**config.mk**
```make
export PLATFORM = sky130hd
export DESIGN_NAME = lcd_seg_driver
export DESIGN_NICKNAME = d
export VERILOG_FILES = /design/src/rtl/lcdseg_pkg.sv /design/src/rtl/lcdseg_sync.sv /design/src/rtl/lcdseg_half.sv /design/src/rtl/lcdseg_level.sv /design/src/rtl/lcd_seg_driver.sv
export SDC_FILE = /design/constraint.sdc
export NUM_CORES = 1
export LEC_CHECK = 0
export BUFFER_PORTS_ARGS = -buffer_cell sky130_fd_sc_hd__buf_2
export CAP_MARGIN = 20
export CORE_ASPECT_RATIO = 0.75
export CORE_MARGIN = 2
export CORE_UTILIZATION = 63
export CTS_BUF_LIST = sky130_fd_sc_hd__clkbuf_8
export DETAILED_ROUTE_END_ITERATION = 8
export PLACE_DENSITY = 0.9
export SYNTH_ARGS = -nofsm -noshare
export SYNTH_HDL_FRONTEND = slang
export SYNTH_SLANG_ARGS = --single-unit
```
**constraint.sdc**
```tcl
create_clock -name clk -period 1.8 [get_ports clk]
set_input_delay 0.18 -clock clk [delete_from_list [all_inputs] [get_ports clk]]
set_output_delay 0.18 -clock clk [all_outputs]
set_load 0.05 [all_outputs]
```
**src/rtl/lcdseg_pkg.sv**
```systemverilog
package lcdseg_pkg;

  typedef enum logic [1:0] {
    LVL_VDD = 2'b00,
    LVL_V2  = 2'b01,
    LVL_V3  = 2'b10,
    LVL_VEE = 2'b11
  } drive_lvl_e;

  // Level chosen from a channel's latched dot and the alternation phase.
  function automatic drive_lvl_e pick_level(input logic dot, input logic alt);
    drive_lvl_e lvl;
    case ({dot, alt})
      2'b11:   lvl = LVL_VEE;
      2'b10:   lvl = LVL_VDD;
      2'b01:   lvl = LVL_V3;
      default: lvl = LVL_V2;
    endcase
    return lvl;
  endfunction

endpackage

```
**src/rtl/lcdseg_sync.sv**
```systemverilog
module lcdseg_sync #(
  parameter int WIDTH  = 1,
  parameter int STAGES = 2
) (
  input  logic             clk,
  input  logic             rst,
  input  logic [WIDTH-1:0] din,
  output logic [WIDTH-1:0] dout
);

  logic [WIDTH-1:0] pipe [STAGES];

  generate
    for (genvar s = 0; s < STAGES; s++) begin : g_stage
      if (s == 0) begin : g_first
        always_ff @(posedge clk) begin
          if (rst) pipe[0] <= '0;
          else     pipe[0] <= din;
        end
      end else begin : g_next
        always_ff @(posedge clk) begin
          if (rst) pipe[s] <= '0;
          else     pipe[s] <= pipe[s-1];
        end
      end
    end
  endgenerate

  assign dout = pipe[STAGES-1];

endmodule

```
**src/rtl/lcdseg_half.sv**
```systemverilog
module lcdseg_half #(
  parameter int WIDTH = 40
) (
  input  logic             clk,
  input  logic             rst,
  input  logic             shift_evt,
  input  logic             toward_lo,
  input  logic             ser_lo_in,
  input  logic             ser_hi_in,
  output logic             ser_lo_out,
  output logic             ser_lo_oe,
  output logic             ser_hi_out,
  output logic             ser_hi_oe,
  output logic [WIDTH-1:0] cells
);

  // cells[0] is the half's low-end channel, cells[WIDTH-1] the high end.
  always_ff @(posedge clk) begin
    if (rst) begin
      cells <= '0;
    end else if (shift_evt) begin
      if (toward_lo) cells <= {ser_hi_in, cells[WIDTH-1:1]};
      else           cells <= {cells[WIDTH-2:0], ser_lo_in};
    end
  end

  assign ser_lo_oe  = toward_lo;
  assign ser_hi_oe  = ~toward_lo;
  assign ser_lo_out = toward_lo ? cells[0] : 1'b0;
  assign ser_hi_out = toward_lo ? 1'b0 : cells[WIDTH-1];

  AST_HALF_STILL: assert property (@(posedge clk) disable iff (rst)
    !shift_evt |=> $stable(cells));
  AST_ENTRY_LO: assert property (@(posedge clk) disable iff (rst)
    (shift_evt && !toward_lo) |=> cells[0] == $past(ser_lo_in));
  AST_ENTRY_HI: assert property (@(posedge clk) disable iff (rst)
    (shift_evt && toward_lo) |=> cells[WIDTH-1] == $past(ser_hi_in));
  AST_ONE_DRIVER: assert property (@(posedge clk) disable iff (rst)
    $countones({ser_lo_oe, ser_hi_oe}) == 1);

endmodule

```
**src/rtl/lcdseg_level.sv**
```systemverilog
module lcdseg_level
  import lcdseg_pkg::*;
#(
  parameter int CHANNELS = 80
) (
  input  logic [CHANNELS-1:0]   dots,
  input  logic                  alt,
  output logic [2*CHANNELS-1:0] lvl
);

  generate
    for (genvar c = 0; c < CHANNELS; c++) begin : g_chan
      assign lvl[2*c +: 2] = pick_level(dots[c], alt);
    end
  endgenerate

endmodule

```
**src/rtl/lcd_seg_driver.sv**
```systemverilog
module lcd_seg_driver
  import lcdseg_pkg::*;
#(
  parameter int HALF_W      = 40,
  parameter int SYNC_STAGES = 2
) (
  input  logic                    clk,
  input  logic                    rst,
  input  logic                    shift_clk,
  input  logic                    latch_strb,
  input  logic                    frame_alt,
  input  logic                    dir_a,
  input  logic                    dir_b,
  input  logic                    a_lo_i,
  output logic                    a_lo_o,
  output logic                    a_lo_oe,
  input  logic                    a_hi_i,
  output logic                    a_hi_o,
  output logic                    a_hi_oe,
  input  logic                    b_lo_i,
  output logic                    b_lo_o,
  output logic                    b_lo_oe,
  input  logic                    b_hi_i,
  output logic                    b_hi_o,
  output logic                    b_hi_oe,
  output logic [4*HALF_W-1:0]     seg_lvl
);

  localparam int CHANNELS = 2 * HALF_W;
  localparam int NSYNC    = 6;

  logic [NSYNC-1:0] raw_in, sync_out;
  logic             sclk_s, strobe_s;
  logic             a_lo_s, a_hi_s, b_lo_s, b_hi_s;
  logic             sclk_d;
  logic             shift_fall;
  logic [HALF_W-1:0]   a_cells, b_cells;
  logic [CHANNELS-1:0] all_cells;
  logic [CHANNELS-1:0] latch_q;

  assign raw_in = {shift_clk, latch_strb, a_lo_i, a_hi_i, b_lo_i, b_hi_i};

  lcdseg_sync #(.WIDTH(NSYNC), .STAGES(SYNC_STAGES)) u_sync (
    .clk (clk),
    .rst (rst),
    .din (raw_in),
    .dout(sync_out)
  );

  assign {sclk_s, strobe_s, a_lo_s, a_hi_s, b_lo_s, b_hi_s} = sync_out;

  always_ff @(posedge clk) begin
    if (rst) sclk_d <= 1'b0;
    else     sclk_d <= sclk_s;
  end

  assign shift_fall = sclk_d & ~sclk_s;

  lcdseg_half #(.WIDTH(HALF_W)) u_half_a (
    .clk       (clk),
    .rst       (rst),
    .shift_evt (shift_fall),
    .toward_lo (dir_a),
    .ser_lo_in (a_lo_s),
    .ser_hi_in (a_hi_s),
    .ser_lo_out(a_lo_o),
    .ser_lo_oe (a_lo_oe),
    .ser_hi_out(a_hi_o),
    .ser_hi_oe (a_hi_oe),
    .cells     (a_cells)
  );

  lcdseg_half #(.WIDTH(HALF_W)) u_half_b (
    .clk       (clk),
    .rst       (rst),
    .shift_evt (shift_fall),
    .toward_lo (dir_b),
    .ser_lo_in (b_lo_s),
    .ser_hi_in (b_hi_s),
    .ser_lo_out(b_lo_o),
    .ser_lo_oe (b_lo_oe),
    .ser_hi_out(b_hi_o),
    .ser_hi_oe (b_hi_oe),
    .cells     (b_cells)
  );

  assign all_cells = {b_cells, a_cells};

  always_ff @(posedge clk) begin
    if (rst)           latch_q <= '0;
    else if (strobe_s) latch_q <= all_cells;
  end

  lcdseg_level #(.CHANNELS(CHANNELS)) u_level (
    .dots(latch_q),
    .alt (frame_alt),
    .lvl (seg_lvl)
  );

  AST_RESET_CLEAR: assert property (@(posedge clk)
    rst |=> latch_q == '0);
  AST_EDGE_PULSE: assert property (@(posedge clk) disable iff (rst)
    shift_fall |=> !shift_fall);
  AST_LATCH_HOLD: assert property (@(posedge clk) disable iff (rst)
    !strobe_s |=> $stable(latch_q));
  AST_LATCH_FOLLOW: assert property (@(posedge clk) disable iff (rst)
    strobe_s |=> latch_q == $past(all_cells));

endmodule

```
After elaboration in Yosys (flattened, before gate mapping)
Memories as Yosys holds them, arrays and structs flattened.
Cells that the tools add are included.
Word-level totals
  memories: 1
  word-level logic and storage cells: 342
  bits in latches: 0
  output and inout bits: 168
  ROM bits: 0
  register bits: 161
  bits in writable memories: 12
Memory list
  u_sync.pipe: words 2, width 6, rd ports 2, clocked after memory_dff 0, wr ports 2, RTL line lcdseg_sync.sv:11  | logic [WIDTH-1:0] pipe [STAGES];
Operators by class
  magnitude comparators: 0
  bitwise logic cells: 6
  equal/unequal tests: 240
  shift operators: 0
  multipliers: 0
  mux-type cells: 91
  reductions and logical operators: 0
  add/subtract/negate cells: 0
  divide/modulo/power cells: 0
Operator list (count)
  $pmux W2 S3: 80
  $eq A2 B2 Y1 const B: 160
  $eq A2 B1 Y1 const B: 80
  $mux W40: 2
  $mux W6: 2
  $mux W1: 7
  $not A1 Y1: 3
  $or A1 B1 Y1: 2
  $and A1 B1 Y1: 1

Depth between registers and ports, before layout
  depth in word-level cells: 3
  mapped depth: 6
  mapped depth without buffers: 3

Hierarchy
A second synthesis with hierarchy kept.
Second synthesis, totals
  cells, all modules: 970
  area total of the unflattened synthesis: 9674.3 µm²
Modules (own cells, without submodules)
  lcdseg_half: times used 2, cells each 182, sequential area each 800.8 µm², area an instance 1801.7 µm²
  lcd_seg_driver: times used 1, cells each 261, sequential area each 1621.6 µm², area an instance 2901.5 µm²
  lcdseg_level: times used 1, cells each 320, sequential area each 0.0 µm², area an instance 2802.7 µm²
  lcdseg_sync: times used 1, cells each 25, sequential area each 240.2 µm², area an instance 366.6 µm²

Worst setup path before layout
OpenSTA, ideal clock, no wires.
  path kind: input port to output port
  from: in dir_a
  to: out a_hi_o
  arrival: 1.205 ns
  setup slack: 0.415 ns
  stages on the path: 3
  path buffers: 2
  cell sequence: buf_4 > buf_4 > nor2b_1
Between the ends
  word-level cells in the longest chain between the ends: 1
RTL lines
  start: declaration: RTL line lcd_seg_driver.sv:12  | input logic dir_a,
  $mux W1: RTL line lcdseg_half.sv:30  | assign ser_hi_out = toward_lo ? 1'b0 : cells[WIDTH-1];
  end: declaration: RTL line lcd_seg_driver.sv:18  | output logic a_hi_o,
Every way passes these cells.

Worst setup path after layout
  from: reg latch_q[45]
  to: out seg_lvl[91]
Between the ends
  word-level cells in the longest chain between the ends: 2
  elaborated cells on any way between the ends: 4
RTL lines
  start: declaration: RTL line lcd_seg_driver.sv:39  | logic [CHANNELS-1:0] latch_q;
  start signal: assignment: RTL line lcd_seg_driver.sv:91  | else if (strobe_s) latch_q <= all_cells;
  $eq A2 B1 Y1 / $eq A2 B2 Y1 (equally long branches): RTL line lcdseg_pkg.sv:13  | case ({dot, alt})
  $pmux W2 S3 (*): RTL line lcdseg_pkg.sv:13
  end: declaration: RTL line lcd_seg_driver.sv:26  | output logic [4*HALF_W-1:0] seg_lvl
Mark *: on every way between the ends. The rest lies on a longest branch, timed or not.

==> results.md <==
- Fmax: 570 MHz
- Final setup TNS: 0 ps
- Area growth syn-to-layout: 16.8%
- Syn Area/Cell: 9.96 um2
- Final period util: 97.5%
- Core Box Area: 15100 um2
- Cell Pwr Density: 756 nW/um2
- Routed met1 length: 8.70 mm
- Post-DP HPWL: 12.4 mm
- Via Count: 6910
- Die Y: 111 um
- Peak supply drop: 0.000413 V
- Die W: 147 um
- Max FO, Critical Path: 3
- IO Count: 179
- Setup Skew: 13.6 ps
- CTS Buffer Depth: 2
- Cell Rows: 39
- Drt first-iter violations: 333
- Antenna viol nets, final: 0
- Drt wl/cell: 13.2 um
- Post-Route WL: 17.9 mm
- Yosys cell types: 16
- Share of layout cells above drive strength 1: 30.2%
- Synthesized flop and latch total: 173
- Final min period: 1760 ps
- CTS sink count: 173
- Post-synth top cells: dfxtp_1 (173), ha_1 (160), mux2i_1 (160), nor2_1 (160), inv_1 (82)
- Worst slew pin tran: 495 ps
- Clock latency on the worst-skew pair: 440 ps
- Largest cells by area after synthesis: dfxtp_1 (36%), ha_1 (21%), mux2i_1 (17%), nor2_1 (6.2%), or2_2 (5.2%)
- Total power: 8.55 mW
- GRT Total Usage: 22.2%
- Top FF cell, synth: dfxtp_1
- Final core utilization: 74.7%
- First-pass GRT wire length: 30.5 mm
- Yosys top cell by area: dfxtp_1
- Worst Path Required: 1620 ps
- Warnings, synthesis: 0
- Grt total ovfl: 0
- Crit start category: register
- Post-synth EDFFs: 0
- Mapped Cells: 971
- RSZ-0062 raised after global routing: false
- Critical Path AT: 1580 ps
- 1st-pass router iterations: 4
- Vias in the first global route: 6527
- H-Tree Depth: 4
- # diodes: 0
- Netlist Area Pre-Place: 9670 um2
- Port bufs: 178
- Register area share after synthesis: 35.8%
- Critical path class: reg -> out
- CTS tree: built
- Maxcap violations: 0
- Async SR Flop Fraction: 0%
- Initial Util: 63.9%
- Die ar.: 16400 um2
- Synth Net Count: 1142
- Gpl congestion: 0.723
- Met2 Routed Length: 8.55 mm
- CTS Buf Count: 17
- Endpoints failing setup: 0
- Slew Limit Fails: 0
- Number of vias per cell: 5.10
- Setup crit end kind: output pin
- Largest net degree at the start of global routing: 85
- Top routing layer used: met4
- P_leak: 4.99 nW
- WL met3: 508 um
- Root buf cell: clkbuf_8
- Min Hold Slack: 90.4 ps
- Count leader, synth: dfxtp_1
- Outcome: complete, no violations
- Initial antenna violation count: 0
- Top-area cell type share of the netlist area: 35.8%
- Post-CTS Repair Setup Buffers: 0
- Final #Nets: 1310
- Residual DRC: 0
- Clock transition at path regs: 90 ps
- Relative max-transition margin: 67.0%
- Hold WC Path Type: in -> reg
- Final Hold Fails: 0
-- cells by family (layout without fill, tap and decap cells) --
logic type	count (synthesis)	after routing	share of synthesized area [%]
and+or+nand+nor	258	258	12.6
DFF	173	173	35.8
AOI/OAI and AO/OA	80	80	7.24
adders and majority gates	160	160	20.7
buffers and inverters	140	320	7.13
muxes	160	160	16.6
-- path summary, 6_finish.rpt --
check,from,endpoint,slack [ps],cells after the start
min,rst,latch_q[21],90,2
max reg2reg,sclk_d,u_half_a.cells[31],490,4
max,latch_q[45],seg_lvl[91],40,4
min reg2reg,u_sync.pipe[0][1],u_sync.pipe[1][1],440,1
-- cell usage in the layout, fill, tap and decap left out --
cell type      Yosys  final
nor2_1           160    160
mux2i_1          160    160
a211oi_2          20     20
or2_2             80     80
dfxtp_1          173    157
dfxtp_2            0     15
buf_6             10      2
buf_12             0     13
inv_1             82     83
clkinv_2           0      1
clkbuf_4           0      3
clkinvlp_4         0      3
dlygate4sd3_1      0      6
buf_4             20     12
nor2b_4            0      1
buf_2             11    171
nor2b_1           15     15
a211oi_1          60     60
bufinv_16          0      3
and2_1             2      2
dfxtp_4            0      1
clkbuf_8           0     18
clkinv_4           0      1
inv_6              0      4
ha_1             160    160
-- critical path, cell delays in order, from the launching register on --
cell	delay, ps
dfxtp_1	370
inv_1	70
ha_1	190
or2_2	300
buf_4	190
-- registers in the layout, summed over array words and instances, names as in the netlist --
register / flops
u_sync.pipe: 12
latch_q: 80
u_half_b.cells: 40
sclk_d: 1
u_half_a.cells: 40
-- timing repair --
| item | CTS | global route |
|---|---|---|
| endpoints found under the setup margin | 0 | 17 |
| hold buffers | 5 | 1 |
| resized for setup | 0 | 22 |
| endpoints found under the hold margin | 5 | 1 |
-- stage by stage --
stage,area (um2),setup slack (ps),instances
after CTS,11300,7.26,1355
after global placement,10800,295,1319
after global routing,11300,0.0154,1356
after floorplan,9670,415,971
after detailed placement,10800,252,1319
final,11300,44.3,1356
-- where the power goes --
part	total, mW	leakage, nW	switching [mW]	internal [mW]
Clock	2.83	0.204	1.41	1.42
Sequential	4.00	1.41	0.0897	3.91
Combinational	1.72	3.38	1.23	0.489
Total	8.55	4.99	2.73	5.81
-- metal layers --
layer,GRT usage [%],up-vias
met3,3.54,12
li1,-,3559
met2,37.5,119
met1,29.7,3220
met4,6.09,0
met5,0,-
-- final cells by class --
| type | instances | area (um2) |
|---|---|---|
| clock buffer | 18 | 248 |
| fill | 1017 | 3830 |
| timing repair buffer | 207 | 1310 |
| clock inverter | 13 | 165 |
| sequential | 173 | 3490 |
| inverter | 82 | 308 |
| multi-input combinational | 658 | 5530 |
| tap | 205 | 256 |
No activity file was read; power rests on OpenSTA's default activity.
